$ cat src/rtl/asr_pkg.sv
package asr_pkg;
    localparam int REG_W   = 8;
    localparam int OFS_W   = $clog2(REG_W);
    localparam int FLAG_N  = REG_W - 1;
    localparam int IRQ_N   = 4;
    localparam int LOCK_BIT  = 6;
    localparam int KIND_BIT  = 5;
    localparam int ABORT_BIT = 4;
    localparam int FAULT_BIT = 3;
    localparam int SER_BIT   = 2;
    localparam int ATTN_BIT  = 1;
    localparam int VEC_BIT   = 0;

    typedef enum logic {
        HREQ_IDLE = 1'b0,
        HREQ_PEND = 1'b1
    } hreq_state_t;
endpackage

$ cat src/rtl/asr_decode.sv
module asr_decode
    import asr_pkg::*;
(
    input  logic             acc_valid,
    input  logic             acc_wr,
    input  logic [OFS_W-1:0] acc_offset,
    input  logic             acc_wbit,
    input  logic             dummy_pend,
    output logic [FLAG_N-1:0] clr_hit,
    output logic             hreq_req,
    output logic             hreq_neg
);
    localparam logic [OFS_W-1:0] HREQ_OFS = OFS_W'(REG_W - 1);

    logic top_hit;

    genvar gi;
    generate
        for (gi = 0; gi < FLAG_N; gi++) begin : g_hit
            if (gi == LOCK_BIT) begin : g_lock
                assign clr_hit[gi] = acc_valid && (acc_offset == OFS_W'(gi)) && !dummy_pend;
            end else begin : g_plain
                assign clr_hit[gi] = acc_valid && (acc_offset == OFS_W'(gi));
            end
        end
    endgenerate

    always_comb begin
        top_hit  = acc_valid && (acc_offset == HREQ_OFS);
        hreq_req = top_hit && acc_wr && !acc_wbit;
        hreq_neg = top_hit && (!acc_wr || acc_wbit);
    end
endmodule

$ cat src/rtl/asr_flag_bit.sv
module asr_flag_bit (
    input  logic clk,
    input  logic rst_n,
    input  logic set_i,
    input  logic set_val_i,
    input  logic clr_i,
    output logic q_o
);
    always_ff @(posedge clk or negedge rst_n) begin
        if (!rst_n)
            q_o <= 1'b0;
        else if (set_i)
            q_o <= set_val_i;
        else if (clr_i)
            q_o <= 1'b0;
    end

    p_set_wins_r4: assert property (@(posedge clk) disable iff (!rst_n)
        set_i |=> (q_o == $past(set_val_i)));
    p_clear_r2: assert property (@(posedge clk) disable iff (!rst_n)
        (clr_i && !set_i) |=> !q_o);
    p_hold_r2: assert property (@(posedge clk) disable iff (!rst_n)
        (!clr_i && !set_i) |=> $stable(q_o));
endmodule

$ cat src/rtl/asr_hreq_fsm.sv
module asr_hreq_fsm
    import asr_pkg::*;
(
    input  logic clk,
    input  logic rst_n,
    input  logic req_i,
    input  logic neg_i,
    input  logic ack_i,
    output logic host_irq_n_o
);
    hreq_state_t state_q, state_d;

    always_ff @(posedge clk or negedge rst_n) begin
        if (!rst_n)
            state_q <= HREQ_IDLE;
        else
            state_q <= state_d;
    end

    always_comb begin
        state_d = state_q;
        unique case (state_q)
            HREQ_IDLE: if (req_i)           state_d = HREQ_PEND;
            HREQ_PEND: if (ack_i || neg_i)  state_d = HREQ_IDLE;
            default:                        state_d = HREQ_IDLE;
        endcase
    end

    always_comb begin
        host_irq_n_o = (state_q != HREQ_PEND);
    end

    p_request_r8: assert property (@(posedge clk) disable iff (!rst_n)
        (state_q == HREQ_IDLE && req_i) |=> !host_irq_n_o);
    p_idle_hold_r8: assert property (@(posedge clk) disable iff (!rst_n)
        (state_q == HREQ_IDLE && !req_i) |=> host_irq_n_o);
    p_release_r9: assert property (@(posedge clk) disable iff (!rst_n)
        (state_q == HREQ_PEND && (ack_i || neg_i)) |=> host_irq_n_o);
endmodule

$ cat src/rtl/attn_status_reg.sv
module attn_status_reg
    import asr_pkg::*;
(
    input  logic             clk,
    input  logic             rst_n,
    input  logic             acc_valid,
    input  logic             acc_wr,
    input  logic [OFS_W-1:0] acc_offset,
    input  logic             acc_wbit,
    input  logic             ev_vector_acc,
    input  logic             ev_vector_iack,
    input  logic             ev_host_attn,
    input  logic             ev_serial_irq,
    input  logic             ev_dma_fault,
    input  logic             ev_dbg_fault,
    input  logic             ev_abort,
    input  logic             ev_abort_dma,
    input  logic             ev_mem_delay,
    input  logic             dummy_pend,
    input  logic             host_ack,
    output logic [REG_W-1:0] rd_data,
    output logic             host_irq_n,
    output logic [IRQ_N-1:0] local_irq
);
    logic [FLAG_N-1:0] clr_hit;
    logic [FLAG_N-1:0] set_vec;
    logic [FLAG_N-1:0] set_val;
    logic [FLAG_N-1:0] flags;
    logic              hreq_req;
    logic              hreq_neg;

    asr_decode u_decode (
        .acc_valid  (acc_valid),
        .acc_wr     (acc_wr),
        .acc_offset (acc_offset),
        .acc_wbit   (acc_wbit),
        .dummy_pend (dummy_pend),
        .clr_hit    (clr_hit),
        .hreq_req   (hreq_req),
        .hreq_neg   (hreq_neg)
    );

    always_comb begin
        set_vec            = '0;
        set_val            = '1;
        set_vec[VEC_BIT]   = ev_vector_acc && !ev_vector_iack;
        set_vec[ATTN_BIT]  = ev_host_attn;
        set_vec[SER_BIT]   = ev_serial_irq;
        set_vec[FAULT_BIT] = ev_dma_fault || ev_dbg_fault;
        set_vec[ABORT_BIT] = ev_abort;
        set_vec[KIND_BIT]  = ev_abort;
        set_val[KIND_BIT]  = ev_abort_dma;
        set_vec[LOCK_BIT]  = ev_mem_delay;
    end

    genvar gi;
    generate
        for (gi = 0; gi < FLAG_N; gi++) begin : g_flag
            asr_flag_bit u_bit (
                .clk       (clk),
                .rst_n     (rst_n),
                .set_i     (set_vec[gi]),
                .set_val_i (set_val[gi]),
                .clr_i     (clr_hit[gi]),
                .q_o       (flags[gi])
            );
        end
    endgenerate

    asr_hreq_fsm u_hreq (
        .clk          (clk),
        .rst_n        (rst_n),
        .req_i        (hreq_req),
        .neg_i        (hreq_neg),
        .ack_i        (host_ack),
        .host_irq_n_o (host_irq_n)
    );

    always_comb begin
        rd_data   = {host_irq_n, flags};
        local_irq = flags[IRQ_N-1:0];
    end

    p_iack_r5: assert property (@(posedge clk) disable iff (!rst_n)
        (ev_vector_acc && ev_vector_iack && !(acc_valid && acc_offset == OFS_W'(VEC_BIT)))
        |=> (rd_data[VEC_BIT] == $past(rd_data[VEC_BIT])));
    p_abort_kind_r6: assert property (@(posedge clk) disable iff (!rst_n)
        ev_abort |=> (rd_data[ABORT_BIT] && rd_data[KIND_BIT] == $past(ev_abort_dma)));
    p_dummy_hold_r7: assert property (@(posedge clk) disable iff (!rst_n)
        (dummy_pend && !ev_mem_delay) |=> (rd_data[LOCK_BIT] == $past(rd_data[LOCK_BIT])));
    p_serial_r3: assert property (@(posedge clk) disable iff (!rst_n)
        ev_serial_irq |=> rd_data[SER_BIT]);
endmodule

$ cat config.mk
export PLATFORM = sky130hd
export DESIGN_NAME = attn_status_reg
export DESIGN_NICKNAME = d
export VERILOG_FILES = /design/src/rtl/asr_pkg.sv /design/src/rtl/asr_decode.sv /design/src/rtl/asr_flag_bit.sv /design/src/rtl/asr_hreq_fsm.sv /design/src/rtl/attn_status_reg.sv
export SDC_FILE = /design/constraint.sdc
export NUM_CORES = 1
export LEC_CHECK = 0
export BUFFER_PORTS_ARGS = -buffer_cell sky130_fd_sc_hd__clkbuf_2
export CAP_MARGIN = 20
export CELL_PAD_IN_SITES_DETAIL_PLACEMENT = 1
export CELL_PAD_IN_SITES_GLOBAL_PLACEMENT = 1
export CORE_ASPECT_RATIO = 1.1
export CORE_UTILIZATION = 27
export DETAILED_ROUTE_END_ITERATION = 7
export MAX_ROUTING_LAYER = met4
export PLACE_DENSITY = 0.82
export SLEW_MARGIN = 20
export SYNTH_ARGS = -nofsm -noshare
export SYNTH_HDL_FRONTEND = slang
export SYNTH_SLANG_ARGS = --single-unit
$ cat constraint.sdc
create_clock -name clk -period 1 [get_ports clk]
set_input_delay 0 -clock clk [delete_from_list [all_inputs] [get_ports clk]]
set_output_delay 0 -clock clk [all_outputs]
set_load 0.005 [all_outputs]
==> impl_metrics.tcl, run 1 <==
set metrics [dict create \
    netlist_top_cells_count "sky130_fd_sc_hd__buf_4, sky130_fd_sc_hd__dfrtp_1" \
    routed_via_density 4.79 \
    yosysTopAreaCell "sky130_fd_sc_hd__dfrtp_1" \
    critical_path_start_type "flip-flop" \
    dieHeight_um 46.2 \
    cell_depth_of_the_worst_setup_path 2 \
    maximum_vdd_ir_drop_uv 487 \
    cap_violations 0 \
    final_cell_count_no_fill 94 \
    fin_crit_sh 0.861 \
    tightest_slew_ns 0.269 \
    clk_pin_slew_ns 0.06 \
    ctsResizeCount 0 \
    synth.yosys.warnings 0 \
    drive_gt1_frac 0.455 \
    timing.setup.tns_ns 0 \
    clockRootBuffer "sky130_fd_sc_hd__clkbuf_4" \
    flow.area_growth_from_synthesis_pct 42.6 \
    cts_max_level 1 \
    fin_skew_ns 0 \
    post-synth-top-count-cell "sky130_fd_sc_hd__buf_4" \
    worst_path_cell_chain "a41o_2 > o211a_1" \
    synth_seq_cells 8 \
    timing.critical_path.required_ns 1.14 \
    total_leakage_power_nw 0.328 \
    antenna_found_initial 0 \
    synth_enable_flop_cells 0 \
    achievable-frequency_mhz 1160 \
    run_status "finished, final reports clean" \
    final_hold_viol_count 0 \
    crit_path_capture_type "flip-flop" \
    netlist.area_leader.share 0.418 \
    std_cell_rows 15 \
    number_of_distinct_standard_cells_referenced_by_the_synthesized_netlist 18 \
    worstPathArrival_ns 1.00 \
    postRouteWirelength_um 1220 \
    cts.repair_timing.setup_buffer_count 0 \
    buffers_inverters_on_critical_path 0 \
    timing.setup.critical_path_class "flip-flop to flip-flop" \
    ant_nets 0 \
    postSynthCellCount 46 \
    die_area_um2 1950 \
    cts_buffers 3 \
    total_placed_cells_including_tap_cells 81 \
    synth_sequential_area_ratio 0.418 \
    design.final.nets 98 \
    hpwl_um 903 \
    buffer_ports.inserted 31 \
    placement.cell_area_um2 561 \
    grt_use_total 0.140 \
    critical_path.max_stage_delay_ns 0.40 \
    path_max_fanout 3 \
    syn_avg_cell_area_um2 10.4 \
    cp-startpoint "u_hreq.state_q" \
    yosys_most_used_dff "sky130_fd_sc_hd__dfrtp_1" \
    drc 0 \
    core-area_um2 1610 \
    globalplace.congestion 0.636 \
    worst_path_max_delay_cell "sky130_fd_sc_hd__dfrtp_1" \
    hold_path_class "input port to flip-flop" \
    clock_tree_from_tritoncts "done" \
    postCtsHoldBufs 10 \
    clkLatencyLatePin_ns 0.25 \
    mapped_nets 65 \
    n_antenna_cell 0 \
    final_period_minus_worst_setup_slack_ns 0.861 \
    initial_utilization 0.297 \
    clock_tree.buffer_depth 2 \
    drt_iter0_markers 5 \
    routed-via-count 450 \
    min_from "ev_mem_delay" \
    hold_path_depth 3 \
    rsz0062_at_grt "no" \
    power_density_nw_per_um2 1200 \
    netlist_area_um2 479 \
    grt_start_max_net_pins 10 \
    setup_violations_final 0 \
    die-width_um 42.2 \
    timing.max_slew.rel_slack 0.818 \
    io_pins 32 \
    cts_sinks 8 \
    r2r.worst_path.cells 2 \
    critical_path.top_delay_family "flip-flops" \
    tritonroute_pass_1_iters 4 \
    post-route-cell-area_um2 683 \
    timing.rr.start "u_hreq.state_q" \
    r2r_end "u_hreq.state_q" \
    first_pass_grt_wire_length_um 1880 \
    gr-total-overflow 0 \
    crit_path_end "u_hreq.state_q" \
    vias_in_the_first_global_route 436 \
    routedWlPerCell_um 12.9 \
    async_flop_share 1.00 \
    timing_max_transition_violations_final 0 \
    setup.reg_to_reg.worst_slack_ns 0.14 \
    synth.area.top_cells "sky130_fd_sc_hd__dfrtp_1, sky130_fd_sc_hd__buf_4, sky130_fd_sc_hd__nand4bb_1" \
]
## area by class of cell
| class | instances | area (µm²) |
|---|---|---|
| Sequential cell | 8 | 200 |
| Multi-Input combinational cell | 22 | 173 |
| Fill cell | 193 | 931 |
| Inverter | 3 | 11.3 |
| Timing Repair Buffer | 41 | 255 |
| Tap cell | 17 | 21.3 |
| Clock buffer | 3 | 22.5 |
## worst min-delay path by stage
stage                                endpoint
final                     g_flag[6].u_bit.q_o
after global routing      g_flag[6].u_bit.q_o
after CTS                 g_flag[6].u_bit.q_o
after detailed placement  g_flag[3].u_bit.q_o
after global placement    g_flag[3].u_bit.q_o
after floorplan           g_flag[0].u_bit.q_o
## layer usage
| metal | vias up | part of all wire | routed length [µm] | global-route usage |
|---|---|---|---|---|
| met5 | - | 0 | 0 | - |
| met4 | 0 | 0 | 0 | 0.0563 |
| met3 | 0 | 0.072 | 87 | 0.0471 |
| met2 | 24 | 0.50 | 602 | 0.252 |
| met1 | 210 | 0.43 | 525 | 0.140 |
| li1 | 216 | - | - | - |
## cells in the final DEF (no fill, tap or decap)
cell and instances:
sky130_fd_sc_hd__clkbuf_4 3, sky130_fd_sc_hd__a22o_1 1, sky130_fd_sc_hd__clkbuf_2 31, sky130_fd_sc_hd__a211o_1 1, sky130_fd_sc_hd__o211a_1 1, sky130_fd_sc_hd__nand4bb_1 3, sky130_fd_sc_hd__dlygate4sd3_1 10, sky130_fd_sc_hd__a41o_2 1
sky130_fd_sc_hd__nand4b_1 2, sky130_fd_sc_hd__nand4_1 1, sky130_fd_sc_hd__nor2_1 2, sky130_fd_sc_hd__dfrtp_1 8, sky130_fd_sc_hd__nor4b_1 1, sky130_fd_sc_hd__o22ai_1 1, sky130_fd_sc_hd__inv_1 3, sky130_fd_sc_hd__nand2_1 1
sky130_fd_sc_hd__a41oi_1 1, sky130_fd_sc_hd__nor2b_1 3, sky130_fd_sc_hd__a21o_1 3
## tightest hold or removal path, stage by stage
cell                       delay, ns
sky130_fd_sc_hd__clkbuf_2       0.09
sky130_fd_sc_hd__nor2_1         0.09
sky130_fd_sc_hd__a41oi_1        0.05
## power by group
part / internal, W / leakage (nW) / switching, W / total (W)
logic: 0.000120 / 0.234 / 0.0000845 / 0.000205
registers: 0.000349 / 0.0801 / 0.0000179 / 0.000367
clock network: 0.000137 / 0.0138 / 0.000110 / 0.000247
total: 0.000606 / 0.328 / 0.000212 / 0.000818
## flip-flops by register name (all words and copies together) (netlist names)
signal / flops
u_hreq.state_q: 1
g_flag.u_bit.q_o: 7
## cells by family after synthesis
| group | after synthesis | share of synthesized area |
|---|---|---|
| buffers and inverters | 16 | 0.222 |
| and+or+nand+nor | 13 | 0.201 |
| AOI/OAI and AO/OA | 9 | 0.159 |
| DFF | 8 | 0.418 |
## per-stage QoR
step / setup slack [ns] / hold WS [ns] / total power [W] / util
after global placement: 0.182 / -0.144 / 0.000536 / 0.347
after detailed placement: 0.143 / -0.136 / 0.000548 / 0.347
after global routing: 0.125 / 0.0546 / 0.000868 / 0.423
after floorplan: 0.190 / -0.296 / 0.000482 / -
after CTS: 0.135 / 0.0202 / 0.000839 / 0.423
final: 0.139 / 0.0269 / 0.000818 / 0.423
(Power assumes the default switching activity.)
==> inputs of run 2 (changes only) <==
==> constraint.sdc (replaced) <==
create_clock -name clk -period 1 [get_ports clk]
set_input_delay 0.1 -clock clk [delete_from_list [all_inputs] [get_ports clk]]
set_output_delay 0.1 -clock clk [all_outputs]
set_load 0.005 [all_outputs]
==> impl_metrics.tcl, run 2 (synthesized netlist as in run 1, its figures left out) <==
set metrics [dict create \
    run_status "finished, final reports clean" \
    n_antenna_cell 0 \
    die_area_um2 1950 \
    fin_crit_sh 0.919 \
    largest_register "g_flag.u_bit.q_o" \
    total_leakage_power_nw 0.290 \
    timing_max_transition_violations_final 0 \
    worstPathArrival_ns 0.82 \
    flow.area_growth_from_synthesis_pct 23.8 \
    worst_path_cell_chain "inv_1 > clkbuf_2" \
    achievable-frequency_mhz 1090 \
    reg.largest.list "g_flag.u_bit.q_o (7), u_hreq.state_q (1)" \
    power_density_nw_per_um2 1330 \
    final_hold_viol_count 0 \
    drive_gt1_frac 0.515 \
    tightest_slew_ns 0.310 \
    crit_path_capture_type "output pin" \
    buffers_inverters_on_critical_path 2 \
    timing.max_slew.rel_slack 0.790 \
    core-area_um2 1610 \
    final_common_cell "sky130_fd_sc_hd__clkbuf_2" \
    multi_input_comb_area_um2 173 \
    worst_path_max_delay_cell "sky130_fd_sc_hd__dfrtp_1" \
    gr-total-overflow 0 \
    layout_setup_ws_ns 0.0806 \
    placement.cell_area_um2 561 \
    wl_met3_um 91 \
    routed-wl-met2_um 525 \
    final_period_minus_worst_setup_slack_ns 0.919 \
    clockRootBuffer "sky130_fd_sc_hd__clkbuf_4" \
    std_cell_rows 15 \
    path_max_fanout 3 \
    clkLatencyLatePin_ns 0.25 \
    grt_use_total 0.146 \
    grt_start_max_net_pins 10 \
    total_placed_cells_including_tap_cells 81 \
    routed-via-count 398 \
    clock_tree.buffer_depth 2 \
    clock_tree_from_tritoncts "done" \
    tritonroute_pass_1_iters 2 \
    routed_via_density 4.68 \
    timing.setup.tns_ns 0 \
    buffer_ports.inserted 31 \
    vias_in_the_first_global_route 439 \
    setup_violations_final 0 \
    timing.critical_path.required_ns 0.90 \
    cts.repair_timing.setup_buffer_count 0 \
    utilization 0.367 \
    seqCellArea_um2 200 \
    critical_path_start_type "flip-flop" \
    critical_path.max_stage_delay_ns 0.39 \
    topRoutingLayerUsed "met3" \
    final_cell_count_no_fill 85 \
    globalplace.congestion 0.616 \
    drc 0 \
    largest_reg_flops 7 \
    die-width_um 42.2 \
    antenna_found_initial 0 \
    io_pins 32 \
    routedWlPerCell_um 12.7 \
    hpwl_um 844 \
    final_cell_mix "sky130_fd_sc_hd__clkbuf_2, sky130_fd_sc_hd__dfrtp_1" \
    post-route-cell-area_um2 593 \
    rsz0062_at_grt "no" \
    hold_path_class "input port to flip-flop" \
    cap_violations 0 \
    fin_skew_ns 0 \
    drt_iter0_markers 6 \
    ant_nets 0 \
    fill_cells 200 \
    critical_path.top_delay_family "flip-flops" \
    postRouteWirelength_um 1080 \
    drt-met1-wl_um 460 \
    first_pass_grt_wire_length_um 1990 \
    dp_worst_setup_slack_ns 0.119 \
    design.final.nets 89 \
    clk_pin_slew_ns 0.06 \
    cts_buffers 3 \
    cts_sinks 8 \
    cts_max_level 1 \
    dieHeight_um 46.2 \
    timing.setup.critical_path_class "flip-flop to output pin" \
    maximum_vdd_ir_drop_uv 485 \
    initial_utilization 0.297 \
]
-- run 2: path summary, 6_finish.rpt --
path / startpoint / to / slack, ns / cells past startpoint
worst min-delay path: ev_host_attn / g_flag[1].u_bit.q_o / 0.03 / 2
worst max-delay path: u_hreq.state_q / rd_data[7] / 0.08 / 2
worst min register to register: g_flag[2].u_bit.q_o / g_flag[2].u_bit.q_o / 0.51 / 1
worst max register to register: u_hreq.state_q / u_hreq.state_q / 0.16 / 2
min in group asynchronous: rst_n / g_flag[6].u_bit.q_o / 0.24 / 2
max in group asynchronous: rst_n / g_flag[0].u_bit.q_o / 0.56 / 2
-- run 2: area by class of cell --
type,count,share of cell area
clock buffer,3,0.0380
inverter,3,0.0190
multi-input combinational,22,0.291
sequential,8,0.338
tap,17,0.0359
timing repair buffer,32,0.278
-- run 2: metal layers --
layer,global-route usage,up-vias
li1,-,199
met1,0.167,179
met2,0.225,20
met3,0.0549,0
met4,0.0750,0
met5,-,-
-- run 2: per-stage QoR --
| stage | power (W) | hold WS [ns] |
|---|---|---|
| after global routing | 0.000849 | 0.0297 |
| final | 0.000789 | 0.0289 |
| after floorplan | 0.000482 | -0.196 |
| after CTS | 0.000807 | 0.0251 |
| after global placement | 0.000537 | -0.0404 |
| after detailed placement | 0.000544 | -0.0342 |
-- run 2: report_power, final --
part | internal, W | leakage, nW | switching (W)
Combinational | 0.0000971 | 0.196 | 0.0000748
Clock | 0.000138 | 0.0138 | 0.000114
Sequential | 0.000349 | 0.0801 | 0.0000167
-- run 2: timing repair --
item | CTS | global route
hold endpoints to repair | 8 | 0
hold buffers | 1 | 0
resized for setup | 0 | 0
setup endpoints to repair | 0 | 0
